<file path="src/rtl/uart_rx_pkg.sv">
package uart_rx_pkg;
  typedef enum logic [1:0] {
    RX_IDLE  = 2'd0,
    RX_START = 2'd1,
    RX_DATA  = 2'd2,
    RX_STOP  = 2'd3
  } rx_state_e;
endpackage

</file>
<file path="src/rtl/uart_rx_sync.sv">
module uart_rx_sync #(
  parameter int STAGES = 2
) (
  input  logic clk_i,
  input  logic rst_ni,
  input  logic d_i,
  output logic q_o
);
  logic [STAGES-1:0] chain_q;

  always_ff @(posedge clk_i or negedge rst_ni) begin
    if (!rst_ni) chain_q <= '1;
    else         chain_q <= {chain_q[STAGES-2:0], d_i};
  end

  assign q_o = chain_q[STAGES-1];
endmodule

</file>
<file path="src/rtl/uart_rx_phase.sv">
module uart_rx_phase #(
  parameter int OSR   = 16,
  parameter int CNT_W = $clog2(OSR)
) (
  input  logic             clk_i,
  input  logic             rst_ni,
  input  logic             tick_i,
  input  logic             load_i,  // current tick becomes phase 1
  input  logic             hold_i,  // park at phase 1 while idle
  output logic [CNT_W-1:0] cnt_o,
  output logic             wrap_o
);
  localparam logic [CNT_W-1:0] LAST = CNT_W'(OSR - 1);

  always_ff @(posedge clk_i or negedge rst_ni) begin
    if (!rst_ni)         cnt_o <= '0;
    else if (tick_i) begin
      if (load_i)        cnt_o <= CNT_W'(1);
      else if (hold_i)   cnt_o <= '0;
      else if (wrap_o)   cnt_o <= '0;
      else               cnt_o <= cnt_o + 1'b1;
    end
  end

  assign wrap_o = tick_i && (cnt_o == LAST);
endmodule

</file>
<file path="src/rtl/uart_rx_vote.sv">
module uart_rx_vote (
  input  logic a_i,
  input  logic b_i,
  input  logic c_i,
  output logic maj_o,
  output logic split_o
);
  assign maj_o   = (a_i & b_i) | (a_i & c_i) | (b_i & c_i);
  assign split_o = (a_i | b_i | c_i) & ~(a_i & b_i & c_i);
endmodule

</file>
<file path="src/rtl/uart_os_rx.sv">
module uart_os_rx
  import uart_rx_pkg::*;
#(
  parameter int OSR         = 16,
  parameter int DATA_W      = 9,
  parameter int SYNC_STAGES = 2
) (
  input  logic              clk_i,
  input  logic              rst_ni,
  input  logic              tick_i,
  input  logic              rxd_i,
  input  logic              nine_bit_i,
  output logic [DATA_W-1:0] data_o,
  output logic              valid_o,
  output logic              frame_err_o,
  output logic              noise_o
);
  localparam int CNT_W = $clog2(OSR);
  localparam int BIT_W = $clog2(DATA_W);
  localparam logic [CNT_W-1:0] PH_S0     = CNT_W'(OSR / 2 - 1);  // RT8
  localparam logic [CNT_W-1:0] PH_S1     = CNT_W'(OSR / 2);      // RT9
  localparam logic [CNT_W-1:0] PH_S2     = CNT_W'(OSR / 2 + 1);  // RT10
  localparam logic [CNT_W-1:0] EARLY_LIM = CNT_W'(OSR / 4 - 1);
  localparam logic [CNT_W-1:0] LATE_LIM  = CNT_W'(OSR - OSR / 4);
  localparam logic [BIT_W-1:0] LAST_LONG  = BIT_W'(DATA_W - 1);
  localparam logic [BIT_W-1:0] LAST_SHORT = BIT_W'(DATA_W - 2);

  rx_state_e         state_q;
  logic              rx_s, rx_prev_q, fall;
  logic [CNT_W-1:0]  cnt;
  logic              wrap;
  logic [1:0]        samp_q;
  logic              maj, split, decide;
  logic              resync, late, advance;
  logic [BIT_W-1:0]  bit_idx_q, last_idx;
  logic              mode_q, noise_acc_q;
  logic [DATA_W-1:0] shreg_q;

  uart_rx_sync #(.STAGES(SYNC_STAGES)) i_sync (
    .clk_i (clk_i),
    .rst_ni(rst_ni),
    .d_i   (rxd_i),
    .q_o   (rx_s)
  );

  assign fall   = tick_i && rx_prev_q && !rx_s;
  assign late   = (cnt >= LATE_LIM);
  assign resync = (state_q == RX_DATA) && fall && ((cnt <= EARLY_LIM) || late);

  uart_rx_phase #(.OSR(OSR), .CNT_W(CNT_W)) i_phase (
    .clk_i (clk_i),
    .rst_ni(rst_ni),
    .tick_i(tick_i),
    .load_i(((state_q == RX_IDLE) && fall) || resync),
    .hold_i(state_q == RX_IDLE),
    .cnt_o (cnt),
    .wrap_o(wrap)
  );

  uart_rx_vote i_vote (
    .a_i    (samp_q[0]),
    .b_i    (samp_q[1]),
    .c_i    (rx_s),
    .maj_o  (maj),
    .split_o(split)
  );

  assign decide   = tick_i && (state_q != RX_IDLE) && (cnt == PH_S2);
  assign advance  = (wrap && !resync) || (resync && late);
  assign last_idx = mode_q ? LAST_LONG : LAST_SHORT;

  always_ff @(posedge clk_i or negedge rst_ni) begin
    if (!rst_ni) begin
      rx_prev_q <= 1'b1;
      samp_q    <= '1;
    end else if (tick_i) begin
      rx_prev_q <= rx_s;
      if (cnt == PH_S0) samp_q[0] <= rx_s;
      if (cnt == PH_S1) samp_q[1] <= rx_s;
    end
  end

  always_ff @(posedge clk_i or negedge rst_ni) begin
    if (!rst_ni) begin
      state_q     <= RX_IDLE;
      bit_idx_q   <= '0;
      mode_q      <= 1'b0;
      noise_acc_q <= 1'b0;
      shreg_q     <= '0;
      data_o      <= '0;
      valid_o     <= 1'b0;
      frame_err_o <= 1'b0;
      noise_o     <= 1'b0;
    end else begin
      valid_o <= 1'b0;
      if (tick_i) begin
        unique case (state_q)
          RX_IDLE: if (fall) begin
            state_q     <= RX_START;
            mode_q      <= nine_bit_i;
            noise_acc_q <= 1'b0;
            shreg_q     <= '0;
            bit_idx_q   <= '0;
          end
          RX_START: begin
            if (decide && (maj || split)) state_q <= RX_IDLE;
            else if (wrap)                state_q <= RX_DATA;
          end
          RX_DATA: begin
            if (decide) begin
              shreg_q[bit_idx_q] <= maj;
              noise_acc_q        <= noise_acc_q | split;
            end
            if (advance) begin
              if (bit_idx_q == last_idx) state_q <= RX_STOP;
              else                       bit_idx_q <= bit_idx_q + 1'b1;
            end
          end
          RX_STOP: if (decide) begin
            state_q     <= RX_IDLE;
            valid_o     <= 1'b1;
            data_o      <= shreg_q;
            frame_err_o <= split | ~maj;
            noise_o     <= noise_acc_q | split;
          end
          default: state_q <= RX_IDLE;
        endcase
      end
    end
  end

  AST_VALID_ONE_CYCLE: assert property (@(posedge clk_i) disable iff (!rst_ni)
    valid_o |=> !valid_o);
  AST_OUT_HOLD: assert property (@(posedge clk_i) disable iff (!rst_ni)
    !valid_o |-> ($stable(data_o) && $stable(frame_err_o) && $stable(noise_o)));
  AST_TICK_GATE: assert property (@(posedge clk_i) disable iff (!rst_ni)
    !tick_i |=> ($stable(state_q) && $stable(cnt)));
  AST_VALID_FROM_STOP: assert property (@(posedge clk_i) disable iff (!rst_ni)
    valid_o |-> ($past(state_q) == RX_STOP && state_q == RX_IDLE));
  AST_STOP_AT_RT10: assert property (@(posedge clk_i) disable iff (!rst_ni)
    valid_o |-> ($past(cnt) == PH_S2 && $past(tick_i)));
endmodule

</file>
<file path="config.mk">
export PLATFORM = sky130hd
export DESIGN_NAME = uart_os_rx
export DESIGN_NICKNAME = d
export VERILOG_FILES = /design/src/rtl/uart_rx_pkg.sv /design/src/rtl/uart_rx_sync.sv /design/src/rtl/uart_rx_phase.sv /design/src/rtl/uart_rx_vote.sv /design/src/rtl/uart_os_rx.sv
export SDC_FILE = /design/constraint.sdc
export NUM_CORES = 1
export LEC_CHECK = 0
export ABC_AREA = 1
export BUFFER_PORTS_ARGS = -buffer_cell sky130_fd_sc_hd__buf_4
export CAP_MARGIN = 20
export CORE_ASPECT_RATIO = 0.6
export CORE_MARGIN = 5
export CORE_UTILIZATION = 56
export CTS_BUF_LIST = sky130_fd_sc_hd__clkbuf_2 sky130_fd_sc_hd__clkbuf_4 sky130_fd_sc_hd__clkbuf_8
export CTS_CLUSTER_SIZE = 14
export DETAILED_ROUTE_END_ITERATION = 8
export GPL_TIMING_DRIVEN = 0
export MAX_ROUTING_LAYER = met4
export PLACE_DENSITY_LB_ADDON = 0.08
export SYNTH_ARGS = -nofsm -noshare
export SYNTH_HDL_FRONTEND = slang
export SYNTH_SLANG_ARGS = --single-unit
</file>
<file path="constraint.sdc">
create_clock -name clk_i -period 1.4 [get_ports clk_i]
set_input_delay 0.21 -clock clk_i [delete_from_list [all_inputs] [get_ports clk_i]]
set_output_delay 0.21 -clock clk_i [all_outputs]
set_load 0.005 [all_outputs]
</file>
# ---- After elaboration in Yosys (flattened, before gate mapping)
# Cells that the tools add are included.
dict set report op_classes {
  bitwise_logic 13
  add_sub_neg 2
  magnitude_cmp 4
  muxes 27
  n_eq_ne 15
  n_reduce_logical 28
}
# op n
set ops {}
lappend ops {{2-to-1 mux 4 bit} 7}
lappend ops {{2-to-1 mux 9 bit} 2}
lappend ops {{case mux 9 bit (2 select lines)} 1}
lappend ops {{== test 4 bit (second input constant)} 3}
lappend ops {{logical AND 1 bit} 12}
lappend ops {{2-to-1 mux 2 bit} 6}
lappend ops {{inequality test 2 bit (second input constant)} 5}
lappend ops {{bitwise mux 9 bit} 1}
lappend ops {{adder 4 x 1 -> 4 bit (second input constant)} 2}
lappend ops {{case mux 2 bit (4 select lines)} 1}
lappend ops {{case mux 4 bit (2 select lines)} 1}
lappend ops {{2-to-1 mux 1 bit} 6}
lappend ops {{bitwise OR 1 bit} 6}
lappend ops {{AND reduction 3 bit} 2}
lappend ops {{AND reduction 6 bit} 1}
lappend ops {{bitwise AND 1 bit} 5}
lappend ops {{< comparator 4 x 5 -> 1 bit (second input constant)} 1}
lappend ops {{AND reduction 5 bit} 1}
lappend ops {{demux 1 bit (select 4 bit)} 1}
lappend ops {{== test 2 bit (second input constant)} 2}
lappend ops {{== test 4 x 3 -> 1 bit (second input constant)} 1}
lappend ops {{== test 4 bit} 1}
lappend ops {{greater-or-equal comparator 4 x 1 -> 1 bit (second input constant)} 1}
lappend ops {{greater-or-equal comparator 4 bit (second input constant)} 1}
lappend ops {{other kinds (12)} 19}
dict set report word_totals {
  in_bits 5
  regBits 38
  out_inout_bits 12
  wordCells 103
}

# ---- Longest topological paths before layout
dict set report logic_depth {
  word_depth 9
  mapped_depth 11
  depth_no_buf 11
}

# ---- Cells and area by module
# Synthesis repeated with hierarchy kept, for this count alone.
dict set report unflattened {
  hier_cells 240
  area_unflattened_um2 2093.3
}
# mod cells_per_inst n_inst seq_area_each_um2 area_each_um2
set modules_own_cells {}
lappend modules_own_cells {uart_os_rx 201 1 804.5 1784.2}
lappend modules_own_cells {uart_rx_phase 30 1 100.1 227.7}
lappend modules_own_cells {uart_rx_sync 2 1 52.6 52.6}
lappend modules_own_cells {uart_rx_vote 7 1 0.0 28.8}

# ---- Worst setup path after synthesis
# OpenSTA, ideal clock, no wires.
dict set report synth_path {
  path_kind {flip-flop to flip-flop}
  from {register i_phase.cnt_o[2]}
  to {register bit_idx_q[3]}
  period_less_slack_ns 1.515
  path_buffers 0
  arrival_time_ns 1.437
  setup_time_ns 0.077
  setup_slack_ns -0.115
  stages_incl_launch_ff 11
  required_time_ns 1.323
  path_cell_list {dfrtp_1 -> inv_1 -> ha_1 -> inv_1 -> nor2_2 -> nand2_1 -> nand2_1 -> nand3_2 -> nand2_2 -> nor2_1 -> a21oi_1}
}
dict set report synth_between {
  elab_chain_len 8
  word_cells_on_any_way 12
  classes_between {order compare (2); eq/ne (2); reduce/logical (8)}
}
# element line
set synth_rtl {}
lappend synth_rtl {{start: declaration} uart_rx_phase.sv:10} ;# output logic [CNT_W-1:0] cnt_o,
lappend synth_rtl {{start signal: assignment} uart_rx_phase.sv:21} ;# else cnt_o <= cnt_o + 1'b1;
lappend synth_rtl {{less-or-equal comparator 4 x 2 -> 1 bit / greater-or-equal comparator 4 bit (equally long branches)} {uart_os_rx.sv:48, uart_os_rx.sv:47}}
lappend synth_rtl {{logical OR 1 bit} uart_os_rx.sv:48} ;# assign resync = (state_q == RX_DATA) && fall && ((cnt <= EARLY_LIM) || late);
lappend synth_rtl {{logical AND 1 bit} uart_os_rx.sv:48}
lappend synth_rtl {{logical NOT 1 bit} uart_os_rx.sv:69} ;# assign advance = (wrap && !resync) || (resync && late);
lappend synth_rtl {{logical AND 1 bit} uart_os_rx.sv:69}
lappend synth_rtl {{logical OR 1 bit (*)} uart_os_rx.sv:69}
lappend synth_rtl {{inequality test 2 bit (no source line) (*)} --}
lappend synth_rtl {{AND reduction 5 bit (no source line) (*)} --}
lappend synth_rtl {{end signal: assignment} uart_os_rx.sv:116} ;# else bit_idx_q <= bit_idx_q + 1'b1;
lappend synth_rtl {{end: declaration} uart_os_rx.sv:35} ;# logic [BIT_W-1:0] bit_idx_q, last_idx;
# Mark *: on every way between the ends. The rest lies on a longest branch, timed or not.
# A chain may end at the register's enable or synchronous reset.

# ---- Final worst setup path
dict set report layout_path {
  from {register i_phase.cnt_o[2]}
  to {register shreg_q[0]}
}
dict set report layout_between {
  elab_chain_len 4
}
# element line
set layout_rtl {}
lappend layout_rtl {{== test 4 bit} uart_os_rx.sv:68} ;# assign decide = tick_i && (state_q != RX_IDLE) && (cnt == PH_S2);
lappend layout_rtl {{logical AND 1 bit} uart_os_rx.sv:68}
lappend layout_rtl {{inequality test 2 bit (no source line)} --}
lappend layout_rtl {{AND reduction 4 bit (no source line)} --}
lappend layout_rtl {{end signal: indexed assignment} uart_os_rx.sv:111} ;# shreg_q[bit_idx_q] <= maj;
lappend layout_rtl {{end: declaration} uart_os_rx.sv:37} ;# logic [DATA_W-1:0] shreg_q;
# Every way passes these cells.

==> impl_metrics.tcl <==
set metrics [dict create \
    cp-start-kind "flip-flop" \
    fin_hold_ws_ns 0.0306 \
    cts.sinks 38 \
    post_dp_cell_area_sq_um 2270 \
    drive_gt1_frac 0.405 \
    p_per_area_nw_per_um2 1110 \
    synth_warnings 0 \
    synth.area.mux_share 0.00541 \
    dieHeight_um 57.2 \
    period_needed_ns 1.58 \
    regArea_sq_um 962 \
    clock_path_buffers 2 \
    die_w_um 88.7 \
    clkLatencyLatePin_ns 0.30 \
    finalWirelength_mm 5.48 \
    route.vias.total 1893 \
    syn_area_per_cell_sq_um 8.23 \
    hp-start "rxd_i" \
    num_antenna_cells 0 \
    setup_ws_ns -0.185 \
    multi_input_area_sq_um 1130 \
    stdcell_area_sq_um 2800 \
    max_freq_mhz 631 \
    overflow 0 \
    arrival_ns 1.81 \
    hold_path_end "i_sync.chain_q[0]" \
    final_common_cell "nand2_1" \
    htreeDepth 2 \
    violations "negative setup slack" \
    io_pins 17 \
    netlist_area_sq_um 2080 \
    skew_ns 0.00791 \
    grt_pass1_vias 1705 \
    grt_max_degree 39 \
    hp-class "input port to flip-flop" \
    synth-xor-area-share 0.00841 \
    end_kind "flip-flop" \
    place_congestion 0.845 \
    synth_top_family_by_area "simple AND/OR/NAND/NOR gates" \
    synth-simple-area-share 0.256 \
    tritoncts "built" \
    power_mw 3.09 \
    r2r-start "i_phase.cnt_o[2]" \
    max_slew_margin 0.679 \
    row_count 17 \
    worst_ep_required_time_ns 1.63 \
    synthesis.instances 253 \
    grt_pass1_wl_mm 8.51 \
    yosysTopAreaCellShare 0.396 \
    rsz0062_at_grt "yes" \
    path_cells "inv_2 > ha_4 > nand2_1 > inv_2 > nand3_4 > a21oi_4 > buf_4 > nand3_4 > o21ai_2" \
    status "finished with violations" \
    min_delay_path_depth 1 \
    crit_family "flip-flops" \
    hold_violations 0 \
    core_area_sq_um 3640 \
    r2r_slack_ns -0.18 \
    die-area_sq_um 5080 \
    period_share 1.13 \
    p_leak_nw 1.34 \
    synthesis.nets 269 \
    peakVddDrop_uv 701 \
    fillers 233 \
    path_max_fanout 5 \
    max_stage_delay_ns 0.44 \
    track_usage 0.227 \
    maxCapViolations 0 \
    dpl.hpwl_mm 3.08 \
    cp_slowest_cell "dfrtp_2" \
    avgViaCountPerCell 5.39 \
    synth_area_leaders "dfrtp_1, nand2_1, ha_1" \
    reg2regPathDepth 9 \
    reg2reg_to "shreg_q[0]" \
    synthAdderAreaFrac 0.0661 \
    clkTransAtPathRegs_ns 0.08 \
    crit_type "flip-flop to flip-flop" \
    final_net_count 319 \
    worstMarginPinSlew_ns 0.482 \
    yosys.area.top_type "dfrtp_1" \
    port-buffer-count 16 \
    numCtsBuffers 5 \
    synth_cell_type_count 28 \
    first_pass_iters 5 \
    drtAntennaViolNets 0 \
    cts-root-buf "clkbuf_8" \
    drc_errors 0 \
    initial_core_util 0.573 \
    synth-seq-cells 38 \
    synth_compound_area_frac 0.121 \
    setup_viol 29 \
    report.final.slew_viol_count 0 \
    dp_cells 316 \
    final_cells 351 \
    initialDrtViolationCount 150 \
    antenna_found_initial 0 \
    final_cell_mix "nand2_1, buf_4, dfrtp_1, inv_1, nor2_1" \
    crit_buf_inv 3 \
    ys_seq_area_frac 0.459 \
    area_growth_pct 34.2 \
    wl_per_cell_um 15.6 \
]
-- through the flow --
step	setup WS [ns]	setup TNS, ns	util
2_1_floorplan	-0.0785	-0.737	-
3_3_place_gp	-0.264	-4.70	0.624
3_5_place_dp	-0.286	-5.32	0.624
4_1_cts	-0.128	-1.90	0.726
5_1_grt	-0.245	-5.34	0.769
6_report	-0.185	-3.53	0.769
-- final cells by class --
class	instances	area share
buffer	5	0.0188
clock buffer	5	0.0246
clock inverter	3	0.0161
inverter	36	0.0506
multi-input combinational	175	0.404
sequential	38	0.344
tap	47	0.0210
timing repair buffer	42	0.120
-- kinds of logic (layout without fill, tap and decap cells) --
group | count (synthesis) | count (layout)
xor+xnor | 2 | 2
buf+inv | 41 | 91
compound gates | 37 | 37
fa+ha+maj | 11 | 11
simple gates | 123 | 124
mux | 1 | 1
flops | 38 | 38
-- timing repair --
action	in CTS	in global routing
pin swaps	9	6
gates cloned	1	2
hold buffers	1	0
resized for setup	35	23
setup buffers	14	9
setup endpoints to repair	29	32
endpoints found under the hold margin	33	0
-- where the power goes --
group          total [mW]  internal [mW]  switching, mW
Sequential           1.25           1.18         0.0717
Clock               0.965          0.530          0.435
Combinational       0.877          0.386          0.492
-- metal layers --
| metal | track usage | vias to the layer above | routed length [um] |
|---|---|---|---|
| li1 | - | 904 | - |
| met1 | 0.332 | 910 | 2550 |
| met2 | 0.308 | 70 | 2460 |
| met3 | 0.0693 | 9 | 400 |
| met4 | 0.0496 | 0 | 64 |
| met5 | - | - | 0 |
-- state kept, by name, indices dropped and copies added (netlist names), named ones only --
| name | flops |
|---|---|
| noise_o | 1 |
| bit_idx_q | 4 |
| valid_o | 1 |
| shreg_q | 9 |
| state_q | 1 |
| noise_acc_q | 1 |
| mode_q | 1 |
| i_phase.cnt_o | 4 |
| data_o | 9 |
| samp_q | 2 |
| i_sync.chain_q | 2 |
| frame_err_o | 1 |
| rx_prev_q | 1 |
-- cell usage after synthesis, drive strengths merged --
cell	number
ha	11
o21ai	27
a41oi	1
inv	36
a211oi	1
xor2	2
dfstp	5
nand2	77
nor2	26
a21oi	6
buf	5
o22ai	2
nand3	17
mux2	1
nand4	3
dfrtp	33
-- worst max-delay path by stage --
stage | from | depth (start not counted) | slack [ns] | end
floorplan | i_phase.cnt_o[2] | 10 | -0.08 | bit_idx_q[3]
global placement | i_phase.cnt_o[2] | 10 | -0.26 | bit_idx_q[3]
detailed placement | i_phase.cnt_o[2] | 10 | -0.29 | bit_idx_q[3]
CTS | rx_prev_q | 10 | -0.13 | bit_idx_q[3]
global route | i_phase.cnt_o[1] | 9 | -0.24 | shreg_q[5]
finish | i_phase.cnt_o[2] | 9 | -0.18 | shreg_q[0]
No activity file was read; power rests on OpenSTA's default activity.
